===== config.mk =====
export PLATFORM = sky130hd
export DESIGN_NAME = i2c_prescaled_master
export DESIGN_NICKNAME = d
export VERILOG_FILES = /design/src/rtl/i2cm_pkg.sv /design/src/rtl/i2cm_tick.sv /design/src/rtl/i2cm_engine.sv /design/src/rtl/i2c_prescaled_master.sv
export SDC_FILE = /design/constraint.sdc
export NUM_CORES = 1
export LEC_CHECK = 0
export ABC_AREA = 1
export BUFFER_PORTS_ARGS = -buffer_cell sky130_fd_sc_hd__buf_2
export CAP_MARGIN = 20
export CORE_ASPECT_RATIO = 1.4
export CORE_MARGIN = 2
export CORE_UTILIZATION = 55
export DETAILED_ROUTE_END_ITERATION = 7
export PLACE_DENSITY_LB_ADDON = 0.05
export SYNTH_ARGS = -nofsm -noshare
export SYNTH_HDL_FRONTEND = slang
export SYNTH_HIERARCHICAL = 1
export SYNTH_SLANG_ARGS = --single-unit

===== constraint.sdc =====
create_clock -name clk -period 6.1 [get_ports clk]
set_clock_uncertainty 0.05 [all_clocks]
set_input_delay 1.525 -clock clk [delete_from_list [all_inputs] [get_ports clk]]
set_output_delay 1.525 -clock clk [all_outputs]
set_load 0.01 [all_outputs]

===== src/rtl/i2cm_pkg.sv =====
package i2cm_pkg;

    localparam int PAD_TICKS = 5;

    typedef enum logic [2:0] {
        REG_PSC  = 3'd0,
        REG_LOW  = 3'd1,
        REG_HIGH = 3'd2,
        REG_SADR = 3'd3,
        REG_CNT  = 3'd4,
        REG_MODE = 3'd5,
        REG_TXD  = 3'd6,
        REG_RXD  = 3'd7
    } reg_sel_e;

    localparam int MB_START  = 13;
    localparam int MB_MASTER = 10;
    localparam int MB_TX     = 9;
    localparam int MB_RUN    = 5;

    typedef enum logic [2:0] {
        ST_IDLE, ST_START, ST_BLO, ST_BHI, ST_HOLD, ST_PLO, ST_PHI, ST_PEND
    } eng_st_e;

    typedef enum logic [1:0] {FR_ADDR, FR_TXD, FR_RXD} frame_e;

    function automatic logic [7:0] addr_byte(input logic [6:0] a, input logic rx);
        return {a, rx};
    endfunction

endpackage


===== src/rtl/i2cm_tick.sv =====
module i2cm_tick #(
    parameter int PW = 8
) (
    input  logic          clk,
    input  logic          rst,
    input  logic          en,
    input  logic [PW-1:0] psc,
    output logic          tick
);
    logic [PW-1:0] cnt_q;
    logic          wrap;

    assign wrap = (cnt_q >= psc);
    assign tick = en && wrap;

    always_ff @(posedge clk) begin
        if (rst || !en)  cnt_q <= '0;
        else if (wrap)   cnt_q <= '0;
        else             cnt_q <= cnt_q + 1'b1;
    end
endmodule


===== src/rtl/i2cm_engine.sv =====
module i2cm_engine
    import i2cm_pkg::*;
#(
    parameter int TW  = 8,
    parameter int CW  = 8,
    parameter int PAD = PAD_TICKS
) (
    input  logic          clk,
    input  logic          rst,
    input  logic          en,
    input  logic          tick,
    input  logic          go,
    input  logic          rx_mode,
    input  logic [6:0]    sadr,
    input  logic [CW-1:0] nbytes,
    input  logic [TW-1:0] lo_cnt,
    input  logic [TW-1:0] hi_cnt,
    input  logic [7:0]    tx_byte,
    input  logic          tx_full,
    input  logic          sda_i,
    output logic          scl_o,
    output logic          sda_o,
    output logic          busy,
    output logic          tx_take,
    output logic          rx_done,
    output logic          nack_set,
    output logic [7:0]    rx_byte,
    output eng_st_e       st_o
);
    localparam int LW = TW + 1;

    eng_st_e       st_q;
    frame_e        fr_q;
    logic [LW-1:0] ph_q, lim;
    logic [3:0]    bit_q;
    logic [7:0]    sh_q;
    logic [CW-1:0] left_q;
    logic          rxm_q, sda_q, cur_bit, pend, frame_end, go_stop, go_next, last_one;

    assign lim = (st_q == ST_BLO || st_q == ST_PLO) ? ({1'b0, lo_cnt} + LW'(PAD))
                                                    : ({1'b0, hi_cnt} + LW'(PAD));
    assign pend      = tick && (ph_q == lim - 1'b1);
    assign last_one  = (left_q == CW'(1));
    assign frame_end = (st_q == ST_BHI) && pend && (bit_q == 4'd8);
    assign go_stop   = frame_end && ((fr_q == FR_RXD) ? last_one
                        : (sda_i || ((fr_q == FR_ADDR) ? (left_q == '0) : last_one)));
    assign go_next   = frame_end && !go_stop;
    assign nack_set  = frame_end && (fr_q != FR_RXD) && sda_i;
    assign rx_done   = frame_end && (fr_q == FR_RXD);
    assign tx_take   = tx_full && ((go_next && !rxm_q) || (st_q == ST_HOLD));

    always_comb begin
        if (bit_q != 4'd8) cur_bit = (fr_q == FR_RXD) ? 1'b1 : sh_q[7];
        else               cur_bit = (fr_q == FR_RXD) ? last_one : 1'b1;
    end

    always_ff @(posedge clk) begin
        if (rst || !en) begin
            st_q <= ST_IDLE;  fr_q <= FR_ADDR; ph_q <= '0;  bit_q <= '0;
            sh_q <= '0;       left_q <= '0;    rxm_q <= 1'b0; sda_q <= 1'b1;
            rx_byte <= '0;
        end else begin
            if (tick) ph_q <= ph_q + 1'b1;
            unique case (st_q)
                ST_IDLE: begin
                    sda_q <= 1'b1;
                    if (go) begin
                        st_q <= ST_START; ph_q <= '0; fr_q <= FR_ADDR; bit_q <= '0;
                        sh_q <= addr_byte(sadr, rx_mode); left_q <= nbytes; rxm_q <= rx_mode;
                    end
                end
                ST_START: begin
                    sda_q <= 1'b0;
                    if (pend) begin st_q <= ST_BLO; ph_q <= '0; end
                end
                ST_BLO: begin
                    sda_q <= cur_bit;
                    if (pend) begin st_q <= ST_BHI; ph_q <= '0; end
                end
                ST_BHI: begin
                    if (pend) begin
                        ph_q <= '0;
                        if (bit_q != 4'd8) begin
                            sh_q  <= {sh_q[6:0], sda_i};
                            bit_q <= bit_q + 1'b1;
                            st_q  <= ST_BLO;
                        end else begin
                            bit_q <= '0;
                            if (fr_q != FR_ADDR) left_q <= left_q - 1'b1;
                            if (fr_q == FR_RXD)  rx_byte <= sh_q;
                            if (go_stop) st_q <= ST_PLO;
                            else if (rxm_q) begin
                                fr_q <= FR_RXD; sh_q <= '0; st_q <= ST_BLO;
                            end else begin
                                fr_q <= FR_TXD;
                                if (tx_full) begin sh_q <= tx_byte; st_q <= ST_BLO; end
                                else st_q <= ST_HOLD;
                            end
                        end
                    end
                end
                ST_HOLD: begin
                    if (tx_full) begin sh_q <= tx_byte; st_q <= ST_BLO; ph_q <= '0; end
                end
                ST_PLO: begin
                    sda_q <= 1'b0;
                    if (pend) begin st_q <= ST_PHI; ph_q <= '0; end
                end
                ST_PHI: begin
                    if (pend) begin st_q <= ST_PEND; ph_q <= '0; end
                end
                ST_PEND: begin
                    sda_q <= 1'b1;
                    if (pend) st_q <= ST_IDLE;
                end
                default: st_q <= ST_IDLE;
            endcase
        end
    end

    assign scl_o = !(st_q == ST_BLO || st_q == ST_HOLD || st_q == ST_PLO);
    assign sda_o = sda_q;
    assign busy  = (st_q != ST_IDLE);
    assign st_o  = st_q;
endmodule


===== src/rtl/i2c_prescaled_master.sv =====
module i2c_prescaled_master
    import i2cm_pkg::*;
#(
    parameter int DW = 16,
    parameter int PW = 8,
    parameter int TW = 8,
    parameter int CW = 8
) (
    input  logic          clk,
    input  logic          rst,
    input  logic          reg_wr,
    input  logic          reg_rd,
    input  logic [2:0]    reg_addr,
    input  logic [DW-1:0] reg_wdata,
    output logic [DW-1:0] reg_rdata,
    output logic          scl_o,
    output logic          sda_o,
    input  logic          sda_i,
    output logic          busy_o,
    output logic          tx_rdy_o,
    output logic          rx_rdy_o,
    output logic          nack_o
);
    logic [PW-1:0] psc_q;
    logic [TW-1:0] lo_q, hi_q;
    logic [6:0]    sadr_q;
    logic [CW-1:0] cnt_q;
    logic [DW-1:0] mode_q;
    logic [7:0]    txd_q, rx_byte;
    logic          run, tick, go, wr_mode, tx_take, rx_done, nack_set;
    eng_st_e       eng_st;

    assign run     = mode_q[MB_RUN];
    assign wr_mode = reg_wr && (reg_addr == REG_MODE);
    assign go      = wr_mode && run && reg_wdata[MB_START] && reg_wdata[MB_MASTER]
                     && reg_wdata[MB_RUN];

    always_ff @(posedge clk) begin
        if (rst) begin
            psc_q <= '0; lo_q <= '0; hi_q <= '0; sadr_q <= '0;
            cnt_q <= '0; mode_q <= '0; txd_q <= '0;
        end else if (reg_wr) begin
            unique case (reg_sel_e'(reg_addr))
                REG_PSC:  psc_q  <= reg_wdata[PW-1:0];
                REG_LOW:  lo_q   <= reg_wdata[TW-1:0];
                REG_HIGH: hi_q   <= reg_wdata[TW-1:0];
                REG_SADR: sadr_q <= reg_wdata[6:0];
                REG_CNT:  cnt_q  <= reg_wdata[CW-1:0];
                REG_MODE: mode_q <= reg_wdata;
                REG_TXD:  txd_q  <= reg_wdata[7:0];
                default: ;
            endcase
        end
    end

    always_ff @(posedge clk) begin
        if (rst || !run) begin
            tx_rdy_o <= 1'b1; rx_rdy_o <= 1'b0; nack_o <= 1'b0;
        end else begin
            if (tx_take) tx_rdy_o <= 1'b1;
            if (reg_wr && reg_addr == REG_TXD) tx_rdy_o <= 1'b0;
            if (reg_rd && reg_addr == REG_RXD) rx_rdy_o <= 1'b0;
            if (rx_done) rx_rdy_o <= 1'b1;
            if (go) nack_o <= 1'b0;
            if (nack_set) nack_o <= 1'b1;
        end
    end

    always_comb begin
        unique case (reg_sel_e'(reg_addr))
            REG_PSC:  reg_rdata = DW'(psc_q);
            REG_LOW:  reg_rdata = DW'(lo_q);
            REG_HIGH: reg_rdata = DW'(hi_q);
            REG_SADR: reg_rdata = DW'(sadr_q);
            REG_CNT:  reg_rdata = DW'(cnt_q);
            REG_MODE: reg_rdata = mode_q;
            REG_TXD:  reg_rdata = DW'(txd_q);
            default:  reg_rdata = DW'(rx_byte);
        endcase
    end

    i2cm_tick #(.PW(PW)) tick_i (
        .clk(clk), .rst(rst), .en(run), .psc(psc_q), .tick(tick)
    );

    i2cm_engine #(.TW(TW), .CW(CW)) eng_i (
        .clk(clk), .rst(rst), .en(run), .tick(tick), .go(go),
        .rx_mode(!reg_wdata[MB_TX]), .sadr(sadr_q), .nbytes(cnt_q),
        .lo_cnt(lo_q), .hi_cnt(hi_q), .tx_byte(txd_q), .tx_full(!tx_rdy_o),
        .sda_i(sda_i), .scl_o(scl_o), .sda_o(sda_o), .busy(busy_o),
        .tx_take(tx_take), .rx_done(rx_done), .nack_set(nack_set),
        .rx_byte(rx_byte), .st_o(eng_st)
    );
endmodule


# Word level (Yosys, flattened, before mapping)
# Index checks and enable logic that the tools add are counted.
[totals]
elab_cells = 175
latchBits = 0
regBits = 118
ram_bits = 0
romBits = 0
mem_count = 0
[classes]
n_div = 0
order_cmp = 1
mul = 0
add_sub_neg = 7
n_shift = 0
bitwise = 1
mux = 54
n_reduce_logical = 60
n_eq_ne = 32
[op_table]
columns = ["cell", "n"]
rows = [
  ["16-bit case mux with 7 select lines", 1],
  ["8-bit 2-to-1 mux", 10],
  ["9-bit 2-to-1 mux", 5],
  ["3-bit 2-to-1 mux", 12],
  ["9-bit case mux with 3 select lines", 1],
  ["3-bit == test (second input constant)", 8],
  ["3-bit case mux with 8 select lines", 1],
  ["8-bit case mux with 3 select lines", 1],
  ["8-bit by 3-bit adder with 9-bit output (second input constant)", 2],
  ["1-bit logical AND", 18],
  ["8-bit case mux with 2 select lines", 1],
  ["2-bit AND reduction", 8],
  ["2-bit by 1-bit inequality test with 1-bit output (second input constant)", 7],
  ["3-bit by 2-bit == test with 1-bit output (second input constant)", 4],
  ["4-bit 2-to-1 mux", 3],
  ["1-bit 2-to-1 mux", 11],
  ["2-bit 2-to-1 mux", 5],
  ["2-bit inequality test (second input constant)", 5],
  ["5-bit AND reduction", 2],
  ["2-bit nonzero test", 5],
  ["9-bit by 1-bit adder with 9-bit output (second input constant)", 1],
  ["9-bit == test", 1],
  ["3-bit nonzero test", 3],
  ["9-bit by 1-bit subtractor with 9-bit output (second input constant)", 1],
  ["other kinds (24)", 39],
]

# Longest topological paths before layout
# Gate-level depths: netlist (run 1).
[logic_depth]
word_depth = 16
ltp_mapped = 25
mapped_depth_nobuf = 25

# By module
# The synthesis (run 1) kept the hierarchy.
[by_module_without_submodules]
columns = ["module", "n_inst", "cells_per_inst", "area_each_um2", "seq_area_each_um2"]
rows = [
  ["i2cm_engine", 1, 566, 3480.8, 880.8],
  ["i2c_prescaled_master", 1, 414, 2910.3, 1321.3],
  ["i2cm_tick", 1, 82, 580.6, 160.2],
]

# Worst setup path before layout (run 1)
# OpenSTA, ideal clock, no wires.
[synth_timing]
path_type = "in2out"
start = "input reg_addr[2]"
end = "output reg_rdata[0]"
setup_slack_ns = 2.086
required_time_ns = 4.525
path_stages = 6
t_arrival_ns = 2.439
path_buffers = 2
path_cell_list = "buf_4 > clkbuf_1 > nand2_1 > o21ai_0 > nor2_1 > nand3_1"
[synth_via]
elab_chain_len = 2
word_cells_on_any_way = 8
[synth_lines]
columns = ["element", "line", "text"]
rows = [
  ["start: declaration", "i2c_prescaled_master.sv:13", "input logic [2:0] reg_addr,"],
  ["3-bit == test (tied with other cells)", "i2c_prescaled_master.sv:70", "unique case (reg_sel_e'(reg_addr))"],
  ["16-bit case mux with 7 select lines *", "i2c_prescaled_master.sv:70", ""],
  ["end: declaration", "i2c_prescaled_master.sv:15", "output logic [DW-1:0] reg_rdata,"],
]
# Every way passes the cells marked *; elsewhere a longest branch is shown, timed or not.

# Final worst setup path (run 1)
[layout_timing]
start = "input reg_addr[2]"
end = "output reg_rdata[1]"
# Same word-level chain as after synthesis.

==> results.cfg, run 1 <==
[timing]
finalCriticalPeriod_ns = 4.55
fmax_ghz = 0.220
period_share_pct = 74.6
finalHoldViolCount = 0
worst_slack_ns = 1.55
drv_slew = 0
rsz0062_at_grt = no
max_slew_margin_pct = 32.4
setup-tns-final_ns = 0
max_slew.worst_pin.slew_ns = 1.01
setup_viol = 0
whs_ns = 0.402

[setup_path]
cp.buffers_inverters = 3
required_ns = 4.53
worstPathMaxFanout = 16
startpoint_type = primary input
slowest_delay_ns = 0.38
crit_type = primary input to output pin
crit_arrival_ns = 2.97
endpoint_kind = output pin
critPathTopFamily = buffers and inverters
slowest_stage = nand3_1
crit_path_cell_trace = buf_2 -> nand3_1 -> inv_1 -> nand2_1 -> nand2_1 -> nor2_1 -> nand3_1 -> buf_2

[clocking]
htree_levels = 4
cts_sinks = 118
ctsResizeCount = 0
clock_latency_ns = 0.42
clockBufferDepth = 2
cts-root-buf = clkbuf_16
cts_made_buffers = 17
path_clk_slew_ns = 0.06
cts_setup_buffers = 0
cts_tree = yes
cts_hold_buf = 0

[power]
swShare_pct = 24.4
power.switching_mw = 0.476
p_seq_share_pct = 40.9
leakage_nw = 3.31
internal_power_mw = 1.48
ir_drop_uv = 202
combPwrFrac_pct = 6.1
powerDensity_mw_per_mm2 = 249
clock_power_share_pct = 53.1

[floorplanning]
core-area_mm2 = 0.0124
dieArea_mm2 = 0.0136
die_h_um = 137
rows = 48
pin_count = 46
start_util_pct = 56.4
die_w_um = 99.2

[layout]
n_antenna_cell = 0
area_growth_pct = 12.5
fin_nets = 1137
drive_above_1_share_pct = 14.3
final_area_mm2 = 0.00784
final_cells = 1260

[logic_synthesis]
synthTopCellsByCount = nand2_1, nor2_1, inv_1
yosysTopAreaCell = dfxtp_1
yosysWarnings = 6
ys_types = 43
syn-cell-area_mm2 = 0.00697
synth_seq_area_share_pct = 33.9
postSynthCellCount = 1062
netlist.area_leader.share_pct = 33.9
synthArstFlopShare_pct = 0
syn_area_per_cell_um2 = 6.56
synthFlopType = dfxtp_1
synth_edf_count = 0
syn-num-nets = 1102
synth_seq_cells = 118
synth_area_leaders = dfxtp_1, nand2_1, o21ai_0
synth_most_common_cell = nand2_1

[route]
wire_per_inst_um = 15.2
routed_wl_um = 19200
drtPass1Iterations = 5
viasPerCell = 5.48
vias = 6902
drtIter0Drc = 471
drc_errors = 0
drt.antenna.violating_nets = 0

[grt]
grt_pass1_vias = 6395
grt.overflow.total = 0
grt_max_degree = 44
antenna_found_initial = 0
grt_pass1_wl_um = 31100
track_usage_pct = 29.1

[place]
dp_hpwl_um = 14300
pre_cts_ws_ns = 1.56
dpl_cell_area_mm2 = 0.00723
dp.cells = 1228
gp_congestion = 0.990
io_buffers = 45

[min_path]
hold_path_class = flip-flop to flip-flop

[flow_run]
maxCapViolCount = 0

[outcome]
run_status = finished clean
==> worst register-to-register path, stage by stage (launching register included) <==
cell and delay [ns]:
dfxtp_1 0.48, nand3_2 0.35, nand2_4 0.32, nand2_1 0.08, nand2_1 0.20, ha_1 0.22
nand3b_4 0.19, and3_2 0.25, nand3_4 0.09, nor2_1 0.13, nand2_1 0.06, nand2_1 0.05
nand2_1 0.05, nand2_1 0.10, nor2_1 0.10, nand3_1 0.10, clkinv_1 0.17, nor2_4 0.45
nand2_1 0.11, nand2_1 0.08, nor2_1 0.05
==> state kept, by name (all words and copies together) (netlist names), 8 cells and up <==
name	count
lo_q	8
psc_q	8
cnt_q	8
mode_q	16
txd_q	8
eng_i/sh_q	8
hi_q	8
eng_i/rx_byte	8
tick_i/cnt_q	8
eng_i/left_q	8
eng_i/ph_q	9
==> cell type report <==
| type | instances | area, µm² |
|---|---|---|
| tap | 150 | 188 |
| multi-input combinational | 760 | 3850 |
| clock inverter | 14 | 176 |
| fill | 1230 | 4530 |
| inverter | 151 | 567 |
| clock buffer | 18 | 439 |
| timing repair buffer | 49 | 255 |
| sequential | 118 | 2360 |
==> worst paths after layout <==
path              cells past startpoint     startpoint             to  slack, ns
setup reg to reg                     20  eng_i/st_o[2]  eng_i/sh_q[3]       2.32
hold reg to reg                       2     mode_q[11]     mode_q[11]       0.40
setup / recovery                      8    reg_addr[2]   reg_rdata[1]       1.55
hold / removal                        2     mode_q[11]     mode_q[11]       0.40
==> metal layers <==
metal	wire length, µm	GRT usage, %	vias up
li1	-	-	3500
met1	8040	35.0	3130
met2	9480	50.0	220
met3	842	4.26	52
met4	814	15.8	0
met5	0	0	-
==> metrics by stage <==
step                power, mW  util (%)
global placement        0.930      58.4
finish                   1.95      63.4
detailed placement      0.931      58.4
CTS                      1.96      63.4
global route             2.01      63.4
floorplan               0.891         -
==> power groups by stage <==
stage | sequential [mW] | clock, mW | combinational [mW]
global placement | 0.815 | 0 | 0.115
global route | 0.799 | 1.08 | 0.133
floorplan | 0.809 | 0 | 0.0819
detailed placement | 0.815 | 0 | 0.116
finish | 0.799 | 1.04 | 0.118
CTS | 0.798 | 1.05 | 0.117
==> kinds of logic (layout without fill, tap and decap cells) <==
group	after synthesis	count (layout)	synth area share [%]
AND/OR/NAND/NOR	525	525	35.4
AO/OA/AOI/OAI	212	212	16.2
buffers and inverters	184	232	10.9
flip-flops	118	118	33.9
adder cells (fa/ha/maj)	16	16	2.87
XOR/XNOR	7	7	0.879
==> layout by cell type, fill, tap and decap left out, types with 3 or more instances in the layout <==
master	instances
nand2_1	215
nor2_1	142
inv_1	137
dfxtp_1	118
o21ai_0	109
a21oi_1	82
nand3_1	70
buf_2	45
nand2_2	20
clkbuf_16	17
ha_1	16
nand4_1	13
inv_2	11
nor3_1	11
nor2_2	11
nor2_4	9
nand3_2	9
nand2_4	8
a221oi_1	8
clkinv_4	5
xnor2_1	5
nand3b_1	4
a31oi_1	4
nor4_1	4
buf_4	4
nor3_2	3
clkinv_1	3
bufinv_16	3
Note: power is estimated with default switching activity, not from simulation.
==> run 2, diff against run 1 <==
- ABC_AREA: 1 -> 0
- clock period: 6.1 -> 4.7 ns (I/O delays scaled with it)
==> run 2 against run 1 <==
Setup slack lost 1.4 ns; core utilization rose by 0.45 points; synthesized cell count decreased by 16%; sequential share of layout area shrank 0.051 points; synthesized area down 0.75%; cell count is 13% lower; design area increased by 0.22%; via count fell by 0.88%; total power grew 29%.
==> results.cfg, run 2 <==
[layout]
fillers = 1128
largest_reg_flops = 16
area_growth_pct = 13.6
fin_nets = 967
top_regs = mode_q (16), eng_i/ph_q (9)
top_register = mode_q
drive_above_1_share_pct = 13.3
final_common_cell = nand2_1
final_cell_mix = nand2_1, dfxtp_1, a21oi_1, nor2_1, buf_2
final_cells = 1090
n_antenna_cell = 0

[timing]
setup-tns-final_ns = 0
finalCriticalPeriod_ns = 4.55
drv_slew = 0
rsz0062_at_grt = no
worst_slack_ns = 0.145
period_share_pct = 96.9
max_slew.worst_pin.slew_ns = 0.974
setup_viol = 0
max_slew_margin_pct = 35.0
finalHoldViolCount = 0
fmax_ghz = 0.220

[grt]
grt_pass1_vias = 6280
grt_max_degree = 67
track_usage_pct = 31.0
grt_pass1_wl_um = 32800
grt.overflow.total = 0
antenna_found_initial = 0

[power]
ir_drop_uv = 173
leakage_nw = 2.93
powerDensity_mw_per_mm2 = 322

[place]
pre_cts_ws_ns = 0.132
io_buffers = 45
dp.cells = 1055
dp_hpwl_um = 15400
gp_congestion = 0.945

[logic_synthesis]
synth_area_leaders = dfxtp_1, nand2_1, a21oi_1
synth_seq_cells = 118
ys_types = 83
yosysWarnings = 6
postSynthCellCount = 897
synthArstFlopShare_pct = 0
synthFlopType = dfxtp_1
syn_area_per_cell_um2 = 7.71
synth_seq_area_share_pct = 34.1
synth_edf_count = 0
syn-num-nets = 937
synthTopCellsByCount = nand2_1, dfxtp_1, a21oi_1
netlist.area_leader.share_pct = 34.1
synth_most_common_cell = nand2_1
syn-cell-area_mm2 = 0.00692
yosysTopAreaCell = dfxtp_1

[floorplanning]
rows = 48
dieArea_mm2 = 0.0135
start_util_pct = 56.2
core-area_mm2 = 0.0123
die_w_um = 98.8
die_h_um = 137
pin_count = 46

[clocking]
cts_made_buffers = 17
cts-root-buf = clkbuf_16
clockBufferDepth = 2
clock_latency_ns = 0.42
cts_sinks = 118
htree_levels = 4
cts_hold_buf = 0
path_clk_slew_ns = 0.06
cts_tree = yes

[setup_path]
crit_arrival_ns = 3.33
endpoint = reg_rdata[1]
startpoint_type = primary input
required_ns = 3.47
critPathLaunch = reg_addr[1]
endpoint_kind = output pin
worstPathMaxFanout = 25
crit_type = primary input to output pin
reg2reg_to = eng_i/left_q[0]
rrSetupSlack_ns = 0.29
worst_r2r_path_depth = 16
r2r-start = eng_i/st_o[2]

[flow_run]
maxCapViolCount = 0

[outcome]
run_status = finished clean

[route]
routed_wl_um = 21100
drt.antenna.violating_nets = 0
drc_errors = 0
drtPass1Iterations = 6
wire_per_inst_um = 19.3
drtIter0Drc = 526
vias = 6841
viasPerCell = 6.28

[min_path]
hold_path_class = flip-flop to flip-flop
run 2: changes by cell type after synthesis, moves of 19 or more:
| cell | delta |
|---|---|
| nand2_1 | -29 |
| o21ai_0 | -85 |
| mux2i_1 | +29 |
| inv_1 | -103 |
| nand2_2 | -19 |
| nand3_1 | -49 |
| nor2_1 | -74 |
run 2: kinds of logic (layout without fill, tap and decap cells):
logic type | Yosys count | in the layout | synth area share, %
adder cells (fa/ha/maj) | 16 | 16 | 2.89
AND/OR/NAND/NOR | 393 | 393 | 26.4
AO/OA/AOI/OAI | 223 | 223 | 22.8
buffers and inverters | 87 | 130 | 5.53
XOR/XNOR | 27 | 27 | 3.42
flip-flops | 118 | 118 | 34.1
multiplexers | 33 | 33 | 4.85
run 2: worst min-delay path by stage:
stage                          from               to  slack [ns]  depth (start not counted)
finish                    mode_q[9]        mode_q[9]        0.40                          2
global route             mode_q[10]       mode_q[10]        0.42                          2
CTS                       mode_q[4]        mode_q[4]        0.40                          2
detailed placement        mode_q[4]        mode_q[4]        0.39                          2
global placement          mode_q[8]        mode_q[8]        0.39                          2
floorplan           tick_i/cnt_q[0]  tick_i/cnt_q[0]        0.38                          1
run 2: what timing repair did:
item                                   in CTS  in global routing
resized for setup                           0                  5
endpoints found under the hold margin       0                  0
setup endpoints to repair                   0                 36
buffers inserted                            0                  3
run 2: power by group:
part	switching, mW	total (mW)	internal (mW)	leakage [nW]
sequential	0.0134	1.03	1.01	0.953
combinational	0.0945	0.141	0.0463	1.69
clock	0.480	1.36	0.885	0.293
run 2: final cells by class:
type                    instances  area [µm²]  area share [%]
multi-input cells             692        4190            53.3
inverters                      35         131            1.67
clock inverters                13         180            2.29
well taps                     150         188            2.39
flip-flops and latches        118        2360            30.1
repair buffers                 63         373            4.74
clock buffers                  19         433            5.51
run 2: per-layer routing:
metal | GRT usage, % | up-vias | part of all wire [%]
met5 | 0 | - | 0
li1 | - | 3255 | -
met3 | 3.58 | 61 | 4.8
met4 | 17.6 | 0 | 4.8
met1 | 36.3 | 3274 | 40
met2 | 54.4 | 251 | 51
run 2: stage by stage:
stage          total power, mW  utilization, %  cell area, µm²  hold slack, ns
2_1_floorplan             1.13               -            6920           0.380
3_3_place_gp              1.18            58.4            7200           0.388
3_5_place_dp              1.18            58.4            7200           0.395
4_1_cts                   2.54            63.4            7810           0.402
5_1_grt                   2.60            63.8            7860           0.424
6_report                  2.53            63.8            7860           0.402
run 2: critical path: stages:
cell      delay, ns
buf_2          0.40
nor2b_1        0.84
a221oi_1       0.35
a31oi_1        0.25
o22a_1         0.17
buf_2          0.13
